===== config.mk =====
export PLATFORM = sky130hd
export DESIGN_NAME = warm_boot_seq
export DESIGN_NICKNAME = d
export VERILOG_FILES = /design/src/rtl/wb_seq_pkg.sv /design/src/rtl/wb_packet_rom.sv /design/src/rtl/wb_byte_mirror.sv /design/src/rtl/wb_seq_ctrl.sv /design/src/rtl/warm_boot_seq.sv
export SDC_FILE = /design/constraint.sdc
export NUM_CORES = 1
export LEC_CHECK = 0
export ABC_CLOCK_PERIOD_IN_PS = 1700
export BUFFER_PORTS_ARGS = -buffer_cell sky130_fd_sc_hd__buf_2
export CORE_AREA = 2 2 57 54
export CTS_BUF_LIST = sky130_fd_sc_hd__clkbuf_2 sky130_fd_sc_hd__clkbuf_4 sky130_fd_sc_hd__clkbuf_8
export DETAILED_ROUTE_END_ITERATION = 8
export DIE_AREA = 0 0 59 56
export PLACE_DENSITY = 0.8
export SYNTH_ARGS = -nofsm -noshare
export SYNTH_HDL_FRONTEND = slang
export SYNTH_SLANG_ARGS = --single-unit

===== constraint.sdc =====
create_clock -name clk -period 1.7 [get_ports clk]
set_input_delay 0.51 -clock clk [delete_from_list [all_inputs] [get_ports clk]]
set_output_delay 0.51 -clock clk [all_outputs]
set_load 0.03 [all_outputs]

===== src/rtl/wb_seq_pkg.sv =====
package wb_seq_pkg;

    localparam int CFG_W   = 32;
    localparam int REV_W   = 2;
    localparam int ADDR_W  = 26;
    localparam int PKT_LEN = 8;
    localparam int IDX_W   = $clog2(PKT_LEN + 1);

    // Logical packet words, before byte-lane mirroring.
    localparam logic [CFG_W-1:0] W_DUMMY   = 32'hFFFF_FFFF;
    localparam logic [CFG_W-1:0] W_SYNC    = 32'hAA99_5566;
    localparam logic [CFG_W-1:0] W_NOOP    = 32'h2000_0000;
    localparam logic [CFG_W-1:0] W_HDR_WBA = 32'h3002_0001;
    localparam logic [CFG_W-1:0] W_HDR_CMD = 32'h3000_8001;
    localparam logic [CFG_W-1:0] W_REBOOT  = 32'h0000_000F;

    typedef enum logic [2:0] {
        ST_IDLE,
        ST_ARM,
        ST_STREAM,
        ST_DROP,
        ST_FINISH
    } seq_state_e;

    typedef struct packed {
        seq_state_e       state;
        logic [IDX_W-1:0] idx;
        logic [REV_W-1:0] rev;
        logic             sel_n;
        logic             dir_n;
        logic [CFG_W-1:0] data;
        logic             done;
    } seq_regs_t;

endpackage


===== src/rtl/wb_packet_rom.sv =====
module wb_packet_rom
    import wb_seq_pkg::*;
#(
    parameter logic [ADDR_W-1:0] START_ADDR = '0
) (
    input  logic [IDX_W-1:0] idx,
    input  logic [REV_W-1:0] rev,
    output logic [CFG_W-1:0] word
);

    localparam int PAD_W = CFG_W - REV_W - 1 - ADDR_W;

    logic [CFG_W-1:0] start_word;

    // Start-address word: image number above the pin enable and the address.
    assign start_word = {{PAD_W{1'b0}}, rev, 1'b1, START_ADDR};

    always_comb begin
        unique case (idx)
            IDX_W'(0): word = W_DUMMY;
            IDX_W'(1): word = W_SYNC;
            IDX_W'(2): word = W_NOOP;
            IDX_W'(3): word = W_HDR_WBA;
            IDX_W'(4): word = start_word;
            IDX_W'(5): word = W_HDR_CMD;
            IDX_W'(6): word = W_REBOOT;
            IDX_W'(7): word = W_NOOP;
            default:   word = '0;
        endcase
    end

endmodule


===== src/rtl/wb_byte_mirror.sv =====
module wb_byte_mirror #(
    parameter int W = 32
) (
    input  logic [W-1:0] din,
    output logic [W-1:0] dout
);

    localparam int NBYTES = W / 8;

    for (genvar b = 0; b < NBYTES; b++) begin : g_byte
        for (genvar i = 0; i < 8; i++) begin : g_bit
            assign dout[8*b + i] = din[8*b + 7 - i];
        end
    end

endmodule


===== src/rtl/wb_seq_ctrl.sv =====
module wb_seq_ctrl
    import wb_seq_pkg::*;
(
    input  logic             clk,
    input  logic             rst,
    input  logic             trig,
    input  logic [REV_W-1:0] rev_sel,
    input  logic [CFG_W-1:0] lane_word,
    output logic [IDX_W-1:0] word_idx,
    output logic [REV_W-1:0] rev_hold,
    output logic             cfg_sel_n,
    output logic             cfg_dir_n,
    output logic [CFG_W-1:0] cfg_data,
    output logic             seq_done,
    output logic             seq_busy
);

    localparam seq_regs_t REGS_RST = '{
        state: ST_IDLE,
        idx:   '0,
        rev:   '0,
        sel_n: 1'b1,
        dir_n: 1'b1,
        data:  '0,
        done:  1'b0
    };

    localparam logic [IDX_W-1:0] LAST_IDX = IDX_W'(PKT_LEN);

    seq_regs_t regs_d, regs_q;

    always_comb begin
        regs_d = regs_q;
        unique case (regs_q.state)
            ST_IDLE: begin
                if (trig) begin
                    regs_d.state = ST_ARM;
                    regs_d.dir_n = 1'b0;
                    regs_d.rev   = rev_sel;
                    regs_d.idx   = '0;
                    regs_d.done  = 1'b0;
                end
            end
            ST_ARM: begin
                regs_d.state = ST_STREAM;
                regs_d.sel_n = 1'b0;
                regs_d.data  = lane_word;
                regs_d.idx   = regs_q.idx + 1'b1;
            end
            ST_STREAM: begin
                if (regs_q.idx == LAST_IDX) begin
                    regs_d.state = ST_DROP;
                    regs_d.sel_n = 1'b1;
                    regs_d.data  = '0;
                end else begin
                    regs_d.data = lane_word;
                    regs_d.idx  = regs_q.idx + 1'b1;
                end
            end
            ST_DROP: begin
                regs_d.state = ST_FINISH;
                regs_d.dir_n = 1'b1;
            end
            ST_FINISH: begin
                regs_d.state = ST_IDLE;
                regs_d.done  = 1'b1;
            end
            default: regs_d = REGS_RST;
        endcase
    end

    always_ff @(posedge clk) begin
        if (rst) begin
            regs_q <= REGS_RST;
        end else begin
            regs_q <= regs_d;
        end
    end

    assign word_idx  = regs_q.idx;
    assign rev_hold  = regs_q.rev;
    assign cfg_sel_n = regs_q.sel_n;
    assign cfg_dir_n = regs_q.dir_n;
    assign cfg_data  = regs_q.data;
    assign seq_done  = regs_q.done;
    assign seq_busy  = (regs_q.state != ST_IDLE);

endmodule


===== src/rtl/warm_boot_seq.sv =====
module warm_boot_seq
    import wb_seq_pkg::*;
#(
    parameter logic [ADDR_W-1:0] START_ADDR = '0
) (
    input  logic             clk,
    input  logic             rst,
    input  logic             trig,
    input  logic [REV_W-1:0] rev_sel,
    output logic             cfg_sel_n,
    output logic             cfg_dir_n,
    output logic [CFG_W-1:0] cfg_data,
    output logic             seq_done,
    output logic             seq_busy
);

    logic [IDX_W-1:0] word_idx;
    logic [REV_W-1:0] rev_hold;
    logic [CFG_W-1:0] logic_word;
    logic [CFG_W-1:0] lane_word;

    wb_packet_rom #(
        .START_ADDR(START_ADDR)
    ) u_rom (
        .idx  (word_idx),
        .rev  (rev_hold),
        .word (logic_word)
    );

    wb_byte_mirror #(
        .W(CFG_W)
    ) u_mirror (
        .din  (logic_word),
        .dout (lane_word)
    );

    wb_seq_ctrl u_ctrl (
        .clk       (clk),
        .rst       (rst),
        .trig      (trig),
        .rev_sel   (rev_sel),
        .lane_word (lane_word),
        .word_idx  (word_idx),
        .rev_hold  (rev_hold),
        .cfg_sel_n (cfg_sel_n),
        .cfg_dir_n (cfg_dir_n),
        .cfg_data  (cfg_data),
        .seq_done  (seq_done),
        .seq_busy  (seq_busy)
    );

endmodule


# --- Word level (Yosys, flattened, before mapping) ---
# Index checks and enable logic that the tools add are counted.
word_totals:
  output_inout_bits: 36
  elab_cells: 57
  inputBits: 5
  reg_bits: 44
classes:
  mux: 14
  n_eq_ne: 15
  bitwise_logic: 5
  add_sub_neg: 1
  n_reduce_logical: 15
ops:
  columns: ["operator", "n"]
  rows:
  - ["$pmux W32 S7", 1]
  - ["$pmux W32 S3", 1]
  - ["$mux W32", 1]
  - ["$eq A4 B3 Y1 const B", 4]
  - ["$pmux W4 S4", 1]
  - ["$pmux W3 S4", 1]
  - ["$reduce_and A2 Y1", 5]
  - ["$mux W9", 1]
  - ["$reduce_or A3 Y1", 3]
  - ["$eq A4 B2 Y1 const B", 2]
  - ["$eq A3 B2 Y1 const B", 2]
  - ["$pmux W1 S3", 2]
  - ["$not A1 Y1", 5]
  - ["$add A4 B1 Y4 const B", 1]
  - ["$eq A4 B1 Y1 const B", 1]
  - ["$eq A4 B4 Y1 const B", 1]
  - ["$logic_not A4 Y1", 1]
  - ["$mux W4", 1]
  - ["$ne A2 B2 Y1 const B", 2]
  - ["$pmux W2 S2", 1]
  - ["$reduce_or A2 Y1", 2]
  - ["$reduce_or A4 Y1", 1]
  - ["$eq A3 B1 Y1 const B", 1]
  - ["$eq A3 B3 Y1 const B", 1]
  - ["7 further kinds", 8]

# --- Logic depth before layout (Yosys ltp) ---
logic_depth:
  depth_word: 5
  mapped_depth: 6
  ltp_nobuf: 6

# --- Cells and area by module ---
# From an unflattened synthesis, not the netlist that was laid out.
hier_totals:
  cells_unflattened: 269
  area_unflattened_um2: 2527.4
by_module_without_submodules:
  columns: ["mod", "n_inst", "area_per_inst_um2", "cells_per_inst"]
  rows:
  - ["wb_seq_ctrl", 1, 1949.4, 189]
  - ["wb_packet_rom", 1, 337.8, 48]
  - ["wb_byte_mirror", 1, 240.2, 32]

# --- Least setup slack after synthesis ---
# No wires, ideal clock.
synth_timing:
  path_kind: "register to output"
  start: "reg u_ctrl.regs_q[43]"
  end: "out seq_busy"
  stages_incl_launch_ff: 4
  path_slack_ns: 0.071
  t_arrival_ns: 1.119
  cell_sequence: "dfxtp_1 buf_2 buf_1 or3_1"
synth_between:
  elab_chain_len: 1
synth_lines:
  columns: ["item", "line_no", "source"]
  rows:
  - ["from (decl)", "wb_seq_ctrl.sv:30", "seq_regs_t regs_d, regs_q;"]
  - ["from (signal assigned)", "wb_seq_ctrl.sv:76", "regs_q <= regs_d;"]
  - ["$reduce_bool A3 Y1", "wb_seq_ctrl.sv:86", "assign seq_busy = (regs_q.state != ST_IDLE);"]
  - ["to (decl)", "warm_boot_seq.sv:14", "output logic seq_busy"]
# No other way between the ends.

# --- Worst setup path after layout ---
layout_timing:
  start: "reg u_ctrl.regs_q[41]"
  end: "out seq_busy"
# Same word-level chain as after synthesis.

==> run metrics <==
H-tree Lvls=1; Worst Skew=0.00246 ns; Main synth FF type=dfxtp_1; CTS tree=built; clock sinks=23; Mapped Area=0.00139 mm²; initial antenna violation count=0; first-pass GRT wire length=4550 µm; grt ovf=0; Bufs and invs on worst path=2; Crit path max-delay family=flip-flops; Clock Latency Late Sink=0.32 ns; Leak Pwr=0.716 nW; CTS Hold Bufs=0; layout filler cell count=242; Layout Nets=194; FF-to-FF Start=u_ctrl.regs_q[42]$_SDFFE_PP0P_; Core Rows=18; hold path endpoint=u_ctrl.cfg_data[8]$_SDFFE_PP0P_; routability cong.=0.881; Final Hold Fails=0; Compound-Gate Fraction of Synth Area=19.2%; Core ar.=0.00266 mm²; Slew @ Worst Pin=0.436 ns; Diodes inserted=0; die area=0.00330 mm²; Cells after Synth=167; area of the multi-input gates=647 µm²; TNS Setup=-0.0738 ns; largest family of logic cells by synthesized area=buffers and inverters; Yosys cell types=38; unrepaired setup endpoints after global routing=true; wire length per cell=12.8 µm; Arr. time, crit path=1.26 ns; number of I/O pins=41; non-filler cells in the finished layout=214; crit end category=output port; Max Cap Viol=0; vias in the first global route=1020; Total GRT Usage=17.5%; initial core utilization=52.2%; ys async rst share=0%; via count=1178; CP dominant cell by count=buf_6; critical path fanouts, max=2; Syn Nets=176; adder-cell share of the synthesized area=3.61%; Setup crit start kind=register; Seq/Total Area, Yosys=33.2%; ratio of cells with drive above 1 in the final layout=38.0%; final setup margin=-0.0738 ns; dpl cells=208; violated checks=setup timing; Placement Setup Slack=0.00832 ns; Worst-path clk slew=0.13 ns; CP Class=register to output port; pwr dens=1090 mW/mm²; First DRT Iteration DRCs=40; crit-path max cell delay=0.37 ns; Avg Synthesized Cell Area=8.30 µm²; worst rel slew slack=70.8%; Die Width=59 µm; #FFs+latches synth=23; mux contribution to synthesized area=2.26%; CTS max path bufs=2; Req. time, crit path=1.19 ns; Synth Area in Simple Gates=19.9%; yosys warns=0; First-pass DRT Iterations=4; Slowest-stage cell, CP=dfxtp_4; reg-to-reg slack, setup=0.12 ns; hold path cells=2; fmax=0.564 GHz; Slew Viols, Final=0; Setup crit start=u_ctrl.regs_q[41]$_SDFFE_PP0P_; root buf cell=clkbuf_4; Final Critical Period=1.77 ns; crit path cell chain=buf_6 -> or3_4 -> buf_6; Worst Hold Class=register to register; Num CTS Buffers=3; status=complete, but fails checks; Post-synth EDFFs=0; Reg area=467 µm²; dpl hpwl=2000 µm; r2r worst-path depth=5; Peak VDD IR=0.425 mV; final setup violation count=1; Port Buffers=40; drt drc=0; Via density=5.50; worst hold start=u_ctrl.cfg_data[8]$_SDFFE_PP0P_; Final ANT Viol Nets=0; die height=56 µm; final WL=2740 µm; final worst-path cycle share=104%; pin count of the biggest net entering global routing=14; xor/xnor share of the synthesized area=0.632%; synthesis-to-finish area growth=8.30%; RR Endpoint=u_ctrl.word_idx[2]$_SDFFE_PP0P_
[worst register-to-register path, cell delays in order (launching register included)]
cell,delay [ns]
dfxtp_2,0.38
buf_4,0.16
or2_2,0.33
o22a_1,0.22
o21ai_0,0.23
mux2i_1,0.20
[metrics by stage]
step	util (%)	cell area, µm²	hold slack [ns]	total power (W)
2_1_floorplan	-	1390	0.426	0.00135
3_3_place_gp	53.8	1430	0.436	0.00135
3_5_place_dp	53.8	1430	0.454	0.00137
4_1_cts	56.2	1490	0.485	0.00165
5_1_grt	56.5	1500	0.506	0.00174
6_report	56.5	1500	0.475	0.00164
[worst max-delay path by stage]
stage,to,slack (ns),cells after the start
after floorplan,seq_busy,0.07,3
after global placement,u_ctrl.cfg_data[7]$_SDFFE_PP0P_,0.06,4
after detailed placement,u_ctrl.cfg_data[27]$_SDFFE_PP0P_,0.008,4
after CTS,seq_busy,-0.08,3
after global routing,seq_busy,-0.11,3
final,seq_busy,-0.07,3
[final cells by class]
class / count / share of cell area, %
clock buffers: 3 / 1.50
clock inverters: 1 / 0.333
inverters: 4 / 1.00
multi-input cells: 100 / 43.1
flip-flops and latches: 23 / 31.1
well taps: 30 / 2.50
repair buffers: 53 / 20.5
[synth_stat cells, drive strengths merged (2+ instances only)]
cell type / number / area share, %
ha: 4 / 3.6
inv: 4 / 1.1
dfxtp: 23 / 33
a22o: 5 / 3.2
nand2b: 5 / 2.3
nand3b: 5 / 2.7
nor3: 3 / 1.1
buf: 37 / 19
or3: 2 / 0.90
a22oi: 2 / 1.1
nor3b: 3 / 1.6
clkbuf: 3 / 0.81
nand3: 3 / 1.1
a21oi: 12 / 4.9
o31ai: 3 / 2.3
mux2i: 2 / 1.4
o21ai: 11 / 4.0
nor2b: 4 / 1.8
nand2: 12 / 3.2
nor2: 10 / 2.7
[metal layers]
layer,GRT usage (%),routed length (µm)
met1,23.3,1190
met2,28.4,1330
met3,2.79,186
met4,5.52,31
met5,0,0
[cells by family after synthesis]
group | count (synthesis)
buf+inv | 44
fa+ha+maj | 4
mux | 3
compound gates | 40
flops | 23
simple gates | 52
xor+xnor | 1
[sequential cells by signal, summed over array words and instances, names as in the netlist]
signal / count
u_ctrl.cfg_data: 11
u_ctrl.cfg_dir_n: 1
u_ctrl.cfg_sel_n: 1
u_ctrl.regs_q: 3
u_ctrl.rev_hold: 2
u_ctrl.seq_done: 1
u_ctrl.word_idx: 4
[placed cells by master (no fill, tap or decap), drive strengths merged, types with 5 or more instances in the layout]
master  netlist  final
a22o          5      5
nand2        12     12
a21oi        12     12
nand3b        5      5
dfxtp        23     23
o21ai        11     11
nand2b        5      5
nor2         10     10
buf          37     53
[where the power goes]
part	internal (W)	leakage, nW	switching (W)	total (W)
Sequential	0.000605	0.191	0.0000575	0.000663
Clock	0.0000883	0.0177	0.000177	0.000265
Combinational	0.000229	0.508	0.000483	0.000712
Total	0.000922	0.716	0.000718	0.00164
[timing repair]
action,4_1_cts,5_1_grt
buffers inserted,2,0
endpoints found under the setup margin,1,9
resized for setup,8,2
(Power assumes the default switching activity.)
